**src/rtl/dfs_pkg.sv**
```systemverilog
package dfs_pkg;
  typedef enum logic [1:0] {
    ST_IDLE  = 2'd0,
    ST_ARMED = 2'd1,
    ST_WAIT  = 2'd2,
    ST_RUN   = 2'd3
  } dfs_state_e;
endpackage

```
**src/rtl/dfs_cfg_hold.sv**
```systemverilog
// Shadow copy of the timing settings; loads only while the sequencer idles.
module dfs_cfg_hold #(
  parameter int NUM_CH  = 8,
  parameter int CNT_W   = 16,
  parameter int BURST_W = 8
) (
  input  logic                     clk,
  input  logic                     rst,
  input  logic                     load,
  input  logic [CNT_W-1:0]         in_dly,
  input  logic [CNT_W-1:0]         in_flen,
  input  logic [BURST_W-1:0]       in_burst,
  input  logic [NUM_CH-1:0]        in_en,
  input  logic [NUM_CH-1:0]        in_inv,
  input  logic [NUM_CH*CNT_W-1:0]  in_on,
  input  logic [NUM_CH*CNT_W-1:0]  in_off,
  output logic [CNT_W-1:0]         q_dly,
  output logic [CNT_W-1:0]         q_flen,
  output logic [BURST_W-1:0]       q_burst,
  output logic [NUM_CH-1:0]        q_en,
  output logic [NUM_CH-1:0]        q_inv,
  output logic [NUM_CH*CNT_W-1:0]  q_on,
  output logic [NUM_CH*CNT_W-1:0]  q_off
);
  always_ff @(posedge clk) begin
    if (rst) begin
      q_dly   <= '0;
      q_flen  <= '0;
      q_burst <= '0;
      q_en    <= '0;
      q_inv   <= '0;
      q_on    <= '0;
      q_off   <= '0;
    end else if (load) begin
      q_dly   <= in_dly;
      q_flen  <= in_flen;
      q_burst <= in_burst;
      q_en    <= in_en;
      q_inv   <= in_inv;
      q_on    <= in_on;
      q_off   <= in_off;
    end
  end
endmodule

```
**src/rtl/dfs_timeline.sv**
```systemverilog
// Sequencer state machine with startup, in-frame and burst counters.
module dfs_timeline
  import dfs_pkg::*;
#(
  parameter int CNT_W   = 16,
  parameter int BURST_W = 8
) (
  input  logic               clk,
  input  logic               rst,
  input  logic               run_en,
  input  logic               sync_pulse,
  input  logic               sync_restart,
  input  logic [CNT_W-1:0]   dly,
  input  logic [CNT_W-1:0]   flen,
  input  logic [BURST_W-1:0] burst,
  output dfs_state_e         st_q,
  output dfs_state_e         st_nxt,
  output logic [CNT_W-1:0]   pos_nxt
);
  localparam int EW = CNT_W + 1;
  localparam int BW = BURST_W + 1;

  logic [CNT_W-1:0]   pos_q, dcnt_q, dcnt_nxt;
  logic [BURST_W-1:0] bcnt_q, bcnt_nxt;
  logic               frame_last, dly_last, burst_last, restart_hit;

  // frame_len 0 compares as "last" on every cycle, i.e. a one-cycle frame
  assign frame_last  = ({1'b0, pos_q} + EW'(1)) >= {1'b0, flen};
  assign dly_last    = ({1'b0, dcnt_q} + EW'(1)) >= {1'b0, dly};
  assign burst_last  = (burst != '0) && (({1'b0, bcnt_q} + BW'(1)) == {1'b0, burst});
  assign restart_hit = sync_pulse && sync_restart;

  always_comb begin
    st_nxt   = st_q;
    pos_nxt  = pos_q;
    dcnt_nxt = dcnt_q;
    bcnt_nxt = bcnt_q;
    if (!run_en) begin
      st_nxt  = ST_IDLE;
      pos_nxt = '0;
    end else begin
      unique case (st_q)
        ST_IDLE: st_nxt = ST_ARMED;
        ST_ARMED: begin
          if (sync_pulse) begin
            pos_nxt  = '0;
            dcnt_nxt = '0;
            bcnt_nxt = '0;
            st_nxt   = (dly == '0) ? ST_RUN : ST_WAIT;
          end
        end
        ST_WAIT: begin
          if (dly_last) begin
            st_nxt  = ST_RUN;
            pos_nxt = '0;
          end else begin
            dcnt_nxt = dcnt_q + CNT_W'(1);
          end
        end
        ST_RUN: begin
          if (restart_hit) begin
            pos_nxt = '0;
          end else if (frame_last) begin
            pos_nxt = '0;
            if (burst_last) st_nxt = ST_ARMED;
            else if (burst != '0) bcnt_nxt = bcnt_q + BURST_W'(1);
          end else begin
            pos_nxt = pos_q + CNT_W'(1);
          end
        end
        default: st_nxt = ST_IDLE;
      endcase
    end
  end

  always_ff @(posedge clk) begin
    if (rst) begin
      st_q   <= ST_IDLE;
      pos_q  <= '0;
      dcnt_q <= '0;
      bcnt_q <= '0;
    end else begin
      st_q   <= st_nxt;
      pos_q  <= pos_nxt;
      dcnt_q <= dcnt_nxt;
      bcnt_q <= bcnt_nxt;
    end
  end
endmodule

```
**src/rtl/dfs_lane.sv**
```systemverilog
// One output lane: set/clear comparators on the next frame position.
module dfs_lane #(
  parameter int CNT_W = 16
) (
  input  logic             clk,
  input  logic             rst,
  input  logic             run_nxt,
  input  logic [CNT_W-1:0] pos_nxt,
  input  logic             en,
  input  logic             inv,
  input  logic [CNT_W-1:0] on_ofs,
  input  logic [CNT_W-1:0] off_ofs,
  output logic             out_q
);
  logic act_q, act_nxt;

  always_comb begin
    if (!run_nxt || !en)          act_nxt = 1'b0;
    else if (pos_nxt == off_ofs)  act_nxt = 1'b0;
    else if (pos_nxt == on_ofs)   act_nxt = 1'b1;
    else                          act_nxt = act_q;
  end

  always_ff @(posedge clk) begin
    if (rst) begin
      act_q <= 1'b0;
      out_q <= 1'b0;
    end else begin
      act_q <= act_nxt;
      out_q <= act_nxt ^ inv;
    end
  end
endmodule

```
**src/rtl/duplex_frame_seq.sv**
```systemverilog
module duplex_frame_seq
  import dfs_pkg::*;
#(
  parameter int NUM_CH  = 8,
  parameter int CNT_W   = 16,
  parameter int BURST_W = 8
) (
  input  logic                     clk,
  input  logic                     rst,
  input  logic                     run_en,
  input  logic                     sync_pulse,
  input  logic                     sync_restart,
  input  logic [CNT_W-1:0]         startup_delay,
  input  logic [CNT_W-1:0]         frame_len,
  input  logic [BURST_W-1:0]       burst_len,
  input  logic [NUM_CH-1:0]        ch_enable,
  input  logic [NUM_CH-1:0]        ch_invert,
  input  logic [NUM_CH*CNT_W-1:0]  ch_on_ofs,
  input  logic [NUM_CH*CNT_W-1:0]  ch_off_ofs,
  output logic [NUM_CH-1:0]        ch_out,
  output logic [1:0]               fsm_state
);
  localparam int OFS_W = NUM_CH * CNT_W;

  logic [CNT_W-1:0]   held_dly, held_flen, pos_nxt;
  logic [BURST_W-1:0] held_burst;
  logic [NUM_CH-1:0]  held_en, held_inv;
  logic [OFS_W-1:0]   held_on, held_off;
  dfs_state_e         st_q, st_nxt;
  logic               run_nxt;

  dfs_cfg_hold #(.NUM_CH(NUM_CH), .CNT_W(CNT_W), .BURST_W(BURST_W)) u_cfg (
    .clk(clk), .rst(rst), .load(st_q == ST_IDLE),
    .in_dly(startup_delay), .in_flen(frame_len), .in_burst(burst_len),
    .in_en(ch_enable), .in_inv(ch_invert), .in_on(ch_on_ofs), .in_off(ch_off_ofs),
    .q_dly(held_dly), .q_flen(held_flen), .q_burst(held_burst),
    .q_en(held_en), .q_inv(held_inv), .q_on(held_on), .q_off(held_off)
  );

  dfs_timeline #(.CNT_W(CNT_W), .BURST_W(BURST_W)) u_tl (
    .clk(clk), .rst(rst), .run_en(run_en), .sync_pulse(sync_pulse),
    .sync_restart(sync_restart), .dly(held_dly), .flen(held_flen),
    .burst(held_burst), .st_q(st_q), .st_nxt(st_nxt), .pos_nxt(pos_nxt)
  );

  assign run_nxt   = (st_nxt == ST_RUN);
  assign fsm_state = st_q;

  for (genvar k = 0; k < NUM_CH; k++) begin : g_lane
    dfs_lane #(.CNT_W(CNT_W)) u_lane (
      .clk(clk), .rst(rst), .run_nxt(run_nxt), .pos_nxt(pos_nxt),
      .en(held_en[k]), .inv(held_inv[k]),
      .on_ofs(held_on[k*CNT_W +: CNT_W]), .off_ofs(held_off[k*CNT_W +: CNT_W]),
      .out_q(ch_out[k])
    );
  end
endmodule

```
**config.mk**
```make
export PLATFORM = sky130hd
export DESIGN_NAME = duplex_frame_seq
export DESIGN_NICKNAME = d
export VERILOG_FILES = /design/src/rtl/dfs_pkg.sv /design/src/rtl/dfs_cfg_hold.sv /design/src/rtl/dfs_timeline.sv /design/src/rtl/dfs_lane.sv /design/src/rtl/duplex_frame_seq.sv
export SDC_FILE = /design/constraint.sdc
export NUM_CORES = 1
export LEC_CHECK = 0
export BUFFER_PORTS_ARGS = -buffer_cell sky130_fd_sc_hd__buf_4
export CORE_MARGIN = 4
export CORE_UTILIZATION = 51
export DETAILED_ROUTE_END_ITERATION = 8
export PLACE_DENSITY = 0.77
export SLEW_MARGIN = 20
export SYNTH_ARGS = -nofsm -noshare
export SYNTH_HDL_FRONTEND = slang
export SYNTH_HIERARCHICAL = 1
export SYNTH_SLANG_ARGS = --single-unit
```
**constraint.sdc**
```tcl
create_clock -name clk -period 5.6 [get_ports clk]
set_input_delay 0.28 -clock clk [delete_from_list [all_inputs] [get_ports clk]]
set_output_delay 0.28 -clock clk [all_outputs]
set_load 0.02 [all_outputs]
```
# Yosys cells after proc, flatten, opt, wreduce, memory -nomap -nowiden
# Index checks and enable logic that the tools add are counted.
# W data, S select, Z words.
[word_totals]
reg_bits = 370
output_inout_bits = 10
memories = 0
ram_bits = 0
latchBits = 0
input_bits = 317
mem_bits_ro = 0
[classes]
mul = 0
n_mux = 47
n_shift = 0
n_eq_ne = 27
magnitude_cmp = 2
reduce_logical = 26
div = 0
bitwise_logic = 8
n_addsub = 6
[ops]
columns = ["op", "n"]
rows = [
  ["$eq A16 B16 Y1", 16],
  ["$mux W16", 7],
  ["$pmux W16 S3", 1],
  ["$mux W8", 5],
  ["$add A16 B1 Y17 const B", 2],
  ["$ge A17 B16 Y1", 2],
  ["$add A16 B1 Y16 const B", 2],
  ["$pmux W16 S2", 1],
  ["$mux W1", 25],
  ["$logic_not A16 Y1", 1],
  ["$pmux W8 S2", 1],
  ["$mux W2", 6],
  ["$add A8 B1 Y9 const B", 1],
  ["$eq A9 B8 Y1", 1],
  ["$logic_not A1 Y1", 9],
  ["$add A8 B1 Y8 const B", 1],
  ["$logic_or A1 B1 Y1", 8],
  ["$ne A2 B2 Y1 const B", 4],
  ["$pmux W2 S4", 1],
  ["$reduce_bool A8 Y1", 1],
  ["$xor A1 B1 Y1", 8],
  ["$reduce_and A7 Y1", 1],
  ["$eq A2 B2 Y1 const B", 3],
  ["$ne A2 B1 Y1 const B", 2],
  ["5 further kinds", 7],
]

# Depth between registers and ports, before layout
[logic_depth]
word_depth = 13
depth_mapped = 20

# Modules after synthesis
# Netlist, hierarchy kept.
[modules_own_cells]
columns = ["mod", "area_per_inst_um2", "seq_area_each_um2", "cells_each", "instances"]
rows = [
  ["dfs_cfg_hold", 11295.8, 6246.0, 1006, 1],
  ["dfs_timeline", 3787.4, 840.8, 480, 1],
  ["dfs_lane", 416.6, 40.0, 49, 8],
  ["duplex_frame_seq", 10.0, 0.0, 2, 1],
]

# Worst setup path before layout
# No wires, ideal clock.
[synth_path]
kind = "register to register"
startpoint = "register u_tl.dcnt_q[0]"
endpoint = "register g_lane[0].u_lane.out_q"
t_arrival_ns = 5.653
setup_ns = 0.123
path_stages_with_launch = 21
path_slack_ns = -0.177
path_buffers = 1
synth_period_minus_slack_ns = 5.777
path_cell_list = "dfxtp_1 -> ha_1 -> nand2_1 -> nor3_4 -> and4_4 -> nand3_1 -> xnor2_1 -> ha_1 -> o21a_1 -> o21ai_1 -> or3_1 -> o22ai_4 -> o21ai_4 -> buf_4 -> nand2_1 -> a21boi_0 -> xnor2_1 -> nand4_1 -> nor4_1 -> o2111ai_1 -> mux2_1"
[synth_between]
elab_chain_cells = 10
[synth_rtl]
columns = ["item", "line_no", "text"]
rows = [
  ["start, declared", "dfs_timeline.sv:23", "logic [CNT_W-1:0] pos_q, dcnt_q, dcnt_nxt;"],
  ["start signal, assigned", "dfs_timeline.sv:85", "dcnt_q <= dcnt_nxt;"],
  ["$add A16 B1 Y17 *", "dfs_timeline.sv:29", "assign dly_last = ({1'b0, dcnt_q} + EW'(1)) >= {1'b0, dly};"],
  ["$ge A17 B16 Y1 *", "dfs_timeline.sv:29", ""],
  ["$mux W16 *", "dfs_timeline.sv:53", "if (dly_last) begin"],
  ["$pmux W16 S3 *", "dfs_timeline.sv:42", "unique case (st_q)"],
  ["$mux W16 *", "dfs_timeline.sv:38", "if (!run_en) begin"],
  ["via pos_nxt[11]", "duplex_frame_seq.sv:25", "logic [CNT_W-1:0] held_dly, held_flen, pos_nxt;"],
  ["$eq A16 B16 Y1", "dfs_lane.sv:20", "else if (pos_nxt == on_ofs) act_nxt = 1'b1;"],
  ["$mux W1", "dfs_lane.sv:20", ""],
  ["$mux W1 *", "dfs_lane.sv:19", "else if (pos_nxt == off_ofs) act_nxt = 1'b0;"],
  ["$mux W1 *", "dfs_lane.sv:18", "if (!run_nxt || !en) act_nxt = 1'b0;"],
  ["$xor A1 B1 Y1 *", "dfs_lane.sv:30", "out_q <= act_nxt ^ inv;"],
  ["end signal, assigned", "dfs_lane.sv:30", ""],
  ["end, declared", "dfs_lane.sv:13", "output logic out_q"],
]
# The timed path passes the listed nets; every way through them passes the cells marked *.
# A chain may end at the register's enable or synchronous reset.

# Worst setup path after layout
[layout_path]
startpoint = "register u_tl.pos_q[0]"
endpoint = "register g_lane[0].u_lane.out_q"
[layout_between]
elab_chain_cells = 11
[layout_rtl]
columns = ["item", "line_no", "text"]
rows = [
  ["start, declared", "dfs_timeline.sv:23", ""],
  ["start signal, assigned", "dfs_timeline.sv:84", "pos_q <= pos_nxt;"],
  ["$add A16 B1 Y17", "dfs_timeline.sv:28", "assign frame_last = ({1'b0, pos_q} + EW'(1)) >= {1'b0, flen};"],
  ["$ge A17 B16 Y1", "dfs_timeline.sv:28", ""],
  ["$mux W16 *", "dfs_timeline.sv:63", "end else if (frame_last) begin"],
  ["$mux W16 *", "dfs_timeline.sv:61", "if (restart_hit) begin"],
  ["$pmux W16 S3 *", "dfs_timeline.sv:42", ""],
  ["$mux W16 *", "dfs_timeline.sv:38", ""],
  ["via pos_nxt[7]", "duplex_frame_seq.sv:25", ""],
  ["$eq A16 B16 Y1", "dfs_lane.sv:20", ""],
  ["$mux W1", "dfs_lane.sv:20", ""],
  ["$mux W1 *", "dfs_lane.sv:19", ""],
  ["$mux W1 *", "dfs_lane.sv:18", ""],
  ["$xor A1 B1 Y1 *", "dfs_lane.sv:30", ""],
]
# Marked as above.

==> flow_summary.json <==
{
  "vias": 16750,
  "finalCriticalPeriod_ns": 5.340,
  "grt_max_degree": 154,
  "report.final.slew_viol_count": 0,
  "worst_pin_slew_ns": 1.115,
  "criticalPathCategory": "flip-flop to flip-flop",
  "worstSetupStartpointType": "flip-flop",
  "place.gp.congestion": 0.8775,
  "ios": 327,
  "post-route-period-util_pct": 95.35,
  "p_clk_share_pct": 40.9,
  "dpl_cell_area_um2": 21220,
  "drt_iter0_markers": 1356,
  "first_pass_iters": 5,
  "ys_seq_area_share_pct": 40.20,
  "yosys.cell_types.count": 75,
  "grt_pass1_vias": 17680,
  "cts_sinks": 370,
  "die-width_um": 198.1,
  "clkLatencyLatePin_ns": 0.56,
  "syn_area_um2": 18430,
  "synth_enable_flop_cells": 0,
  "cp.arrival_ns": 5.78,
  "fin_area_um2": 25810,
  "antenna_found_initial": 5,
  "reg2reg_from": "u_tl/pos_q[0]",
  "area_delta_synth_final_pct": 40.09,
  "holdWs_ns": -0.01824,
  "p_per_area_nw_per_um2": 262.1,
  "setup-tns-final_ns": 0,
  "io_buffer_count": 326,
  "core_um2": 35570,
  "rr_worst_depth": 21,
  "finalSetupViolCount": 0,
  "cts_tree": "yes",
  "cts_made_buffers": 40,
  "endpoint": "g_lane[0].u_lane/out_q",
  "fmaxAchievable_ghz": 0.1873,
  "violations": "hold timing",
  "cp.depth": 21,
  "drc_errors": 0,
  "synth_area_per_cell_um2": 9.801,
  "overflow": 0,
  "path_delay_family": "simple AND/OR/NAND/NOR gates",
  "hpwlAfterDp_um": 38210,
  "dieArea_um2": 39240,
  "peakVddDrop_mv": 0.2615,
  "nFillCells": 2303,
  "switching_share_pct": 25.62,
  "crit_fanout": 7,
  "crit_path_start": "u_tl/pos_q[0]",
  "fin_skew_ns": 0.02439,
  "path_cells": "ha_1 -> nand3_2 -> nor2_1 -> nand3_1 -> nor2_1 -> xor2_1 -> ha_1 -> a211oi_1 -> nor2_1 -> nor2_1 -> o2111ai_2 -> a2111oi_1 -> a21oi_1 -> nor2b_4 -> buf_4 -> xor2_1 -> nor4_1 -> buf_4 -> nand4_1 -> o2111ai_1 -> mux2_1",
  "clkTransAtPathRegs_ns": 0.07,
  "syn_nets": 2232,
  "slew_headroom_pct": 25.50,
  "drt.antenna.violating_nets": 0,
  "slowest_delay_ns": 0.49,
  "p_leak_nw": 12.69,
  "fin_nets": 2878,
  "critPathSlowestCell": "a2111oi_1",
  "cp-end-kind": "flip-flop",
  "yosys_most_used_dff": "dfxtp_1",
  "cp_common_cell": "nor2_1",
  "cts.path.max_buffers": 3,
  "maxCapViolCount": 0,
  "r2r_slack_ns": 0.26,
  "yosysWarningCount": 6,
  "syn_inst": 1880,
  "die_height_um": 198.1,
  "critPathRequiredTime_ns": 6.04,
  "wl_per_cell_um": 21.32,
  "grt_use_total_pct": 31.31,
  "root_buffer": "clkbuf_16",
  "p_sw_mw": 1.733,
  "combPwrFrac_pct": 15.7,
  "power_frac_seq_pct": 43.4,
  "p_int_mw": 5.033,
  "final_layout_size_suffix_gt1_share_pct": 19.38,
  "ys_seq_elements": 370,
  "fin_cells": 3021,
  "numPlacedInstances": 2623,
  "status": "complete, but fails checks",
  "hp-class": "primary input to flip-flop",
  "crit_buf_inv": 2,
  "synthArstFlopShare_pct": 0,
  "via_per_inst": 5.545,
  "r2r-end": "g_lane[0].u_lane/out_q",
  "htree_levels": 2,
  "grt_pass1_wl_um": 96790,
  "drt_wl_total_um": 64420,
  "hold_violations": 1,
  "start_util_pct": 51.80,
  "rows": 69
}
-- cell type report --
| type | count | area [um2] | area share (%) |
|---|---|---|---|
| diodes | 6 | 15.01 | 0.05816 |
| clock buffers | 52 | 1086 | 4.207 |
| clock inverters | 18 | 257.7 | 0.9985 |
| inverters | 38 | 142.6 | 0.5526 |
| multi-input cells | 1387 | 10180 | 39.44 |
| flip-flops and latches | 370 | 7408 | 28.70 |
| well taps | 461 | 576.8 | 2.235 |
| repair buffers | 689 | 6146 | 23.81 |
-- worst min path at each step --
stage / startpoint / end / slack [ns] / depth (start not counted)
after floorplan: rst / g_lane[0].u_lane/act_q / 0.35 / 1
after global placement: u_tl/dcnt_q[14] / u_tl/dcnt_q[14] / 0.48 / 2
after detailed placement: u_tl/dcnt_q[15] / u_tl/dcnt_q[15] / 0.48 / 2
after CTS: ch_on_ofs[107] / u_cfg/q_on[107] / 0.0001 / 3
after global routing: ch_off_ofs[34] / u_cfg/q_off[34] / 0.02 / 3
final: ch_off_ofs[34] / u_cfg/q_off[34] / -0.02 / 3
-- synthesized netlist by cell type, types with 23 or more instances --
cell        n  share of area, %
xnor2_1   145               6.9
dfxtp_1   370                40
nand3_1    26              0.71
a21oi_1    28              0.76
clkbuf_1   28              0.57
nor4_1     50               1.7
buf_12     23               2.5
nand4_1    53               1.8
nand2_1    46              0.94
xor2_1    142               6.7
nor2_1    366               7.5
ha_1       35               2.4
inv_1      38              0.77
mux2i_1   317                17
-- repair_timing --
item	4_1_cts	5_1_grt
buffers inserted	0	16
resized for setup	1	5
setup endpoints to repair	1	10
pin swaps	0	3
hold buffers	306	0
hold endpoints to repair	306	0
-- flip-flops by register name, indices dropped and copies added (netlist names) --
register	count
u_cfg/q_on	128
u_tl/bcnt_q	8
u_cfg/q_inv	8
u_cfg/q_flen	16
u_cfg/q_burst	8
u_cfg/q_off	128
u_tl/dcnt_q	16
g_lane.u_lane/out_q	8
u_tl/st_q	2
u_cfg/q_dly	16
u_cfg/q_en	8
u_tl/pos_q	16
g_lane.u_lane/act_q	8
-- cell families (layout without fill, tap and decap cells) --
family	after synthesis	in the layout	synth area share, %
DFF	370	370	40.20
muxes	325	325	17.71
AOI/OAI and AO/OA	118	118	4.862
adders and majority gates	35	35	2.377
xor gates and xnor gates	287	287	13.64
and+or+nand+nor	622	622	15.88
other	0	6	0
buffers and inverters	123	797	5.330
-- through the flow --
step	utilization [%]	setup slack [ns]	power [mW]
floorplan	-	0.3967	3.528
finish	72.57	0.2602	6.766
detailed placement	59.65	-0.001295	3.801
global route	72.57	-0.07927	6.985
global placement	59.65	0.02007	3.777
CTS	72.04	0.09717	6.715
-- power by group through the flow --
stage | Sequential [mW] | Clock, mW | Combinational (mW)
finish | 2.94 | 2.77 | 1.06
global route | 2.95 | 2.90 | 1.13
CTS | 2.92 | 2.79 | 1.00
detailed placement | 2.98 | 0 | 0.821
global placement | 2.97 | 0 | 0.802
floorplan | 2.94 | 0 | 0.586
-- worst register-to-register path, delay by kind of cell (launching register included) --
kind | cells | cell delay [ns]
AND/OR/NAND/NOR | 9 | 1.70
AO/OA/AOI/OAI | 5 | 1.28
adder cells (fa/ha/maj) | 2 | 0.60
buffers and inverters | 2 | 0.47
flip-flops | 1 | 0.45
XOR/XNOR | 2 | 0.40
multiplexers | 1 | 0.34
-- layer usage --
layer	global-route usage (%)	vias to the layer above	routed length, um
met2	54.16	859	31290
met3	5.836	220	4839
met4	16.04	0	3393
li1	-	7748	-
met1	37.09	7924	24900
met5	0	-	0
-- placed cells by master, fill, tap and decap left out, types with 16 or more instances in the layout --
cell type,instances
inv_1,38
mux2i_1,317
dfxtp_1,369
a21oi_1,28
nand2_1,46
ha_1,34
dlygate4sd3_1,306
buf_4,366
xor2_1,142
nand3_1,26
nor2_1,365
nor4_1,48
nand4_1,53
xnor2_1,145
clkbuf_16,40
buf_12,16
No activity file was read; power rests on OpenSTA's default activity.
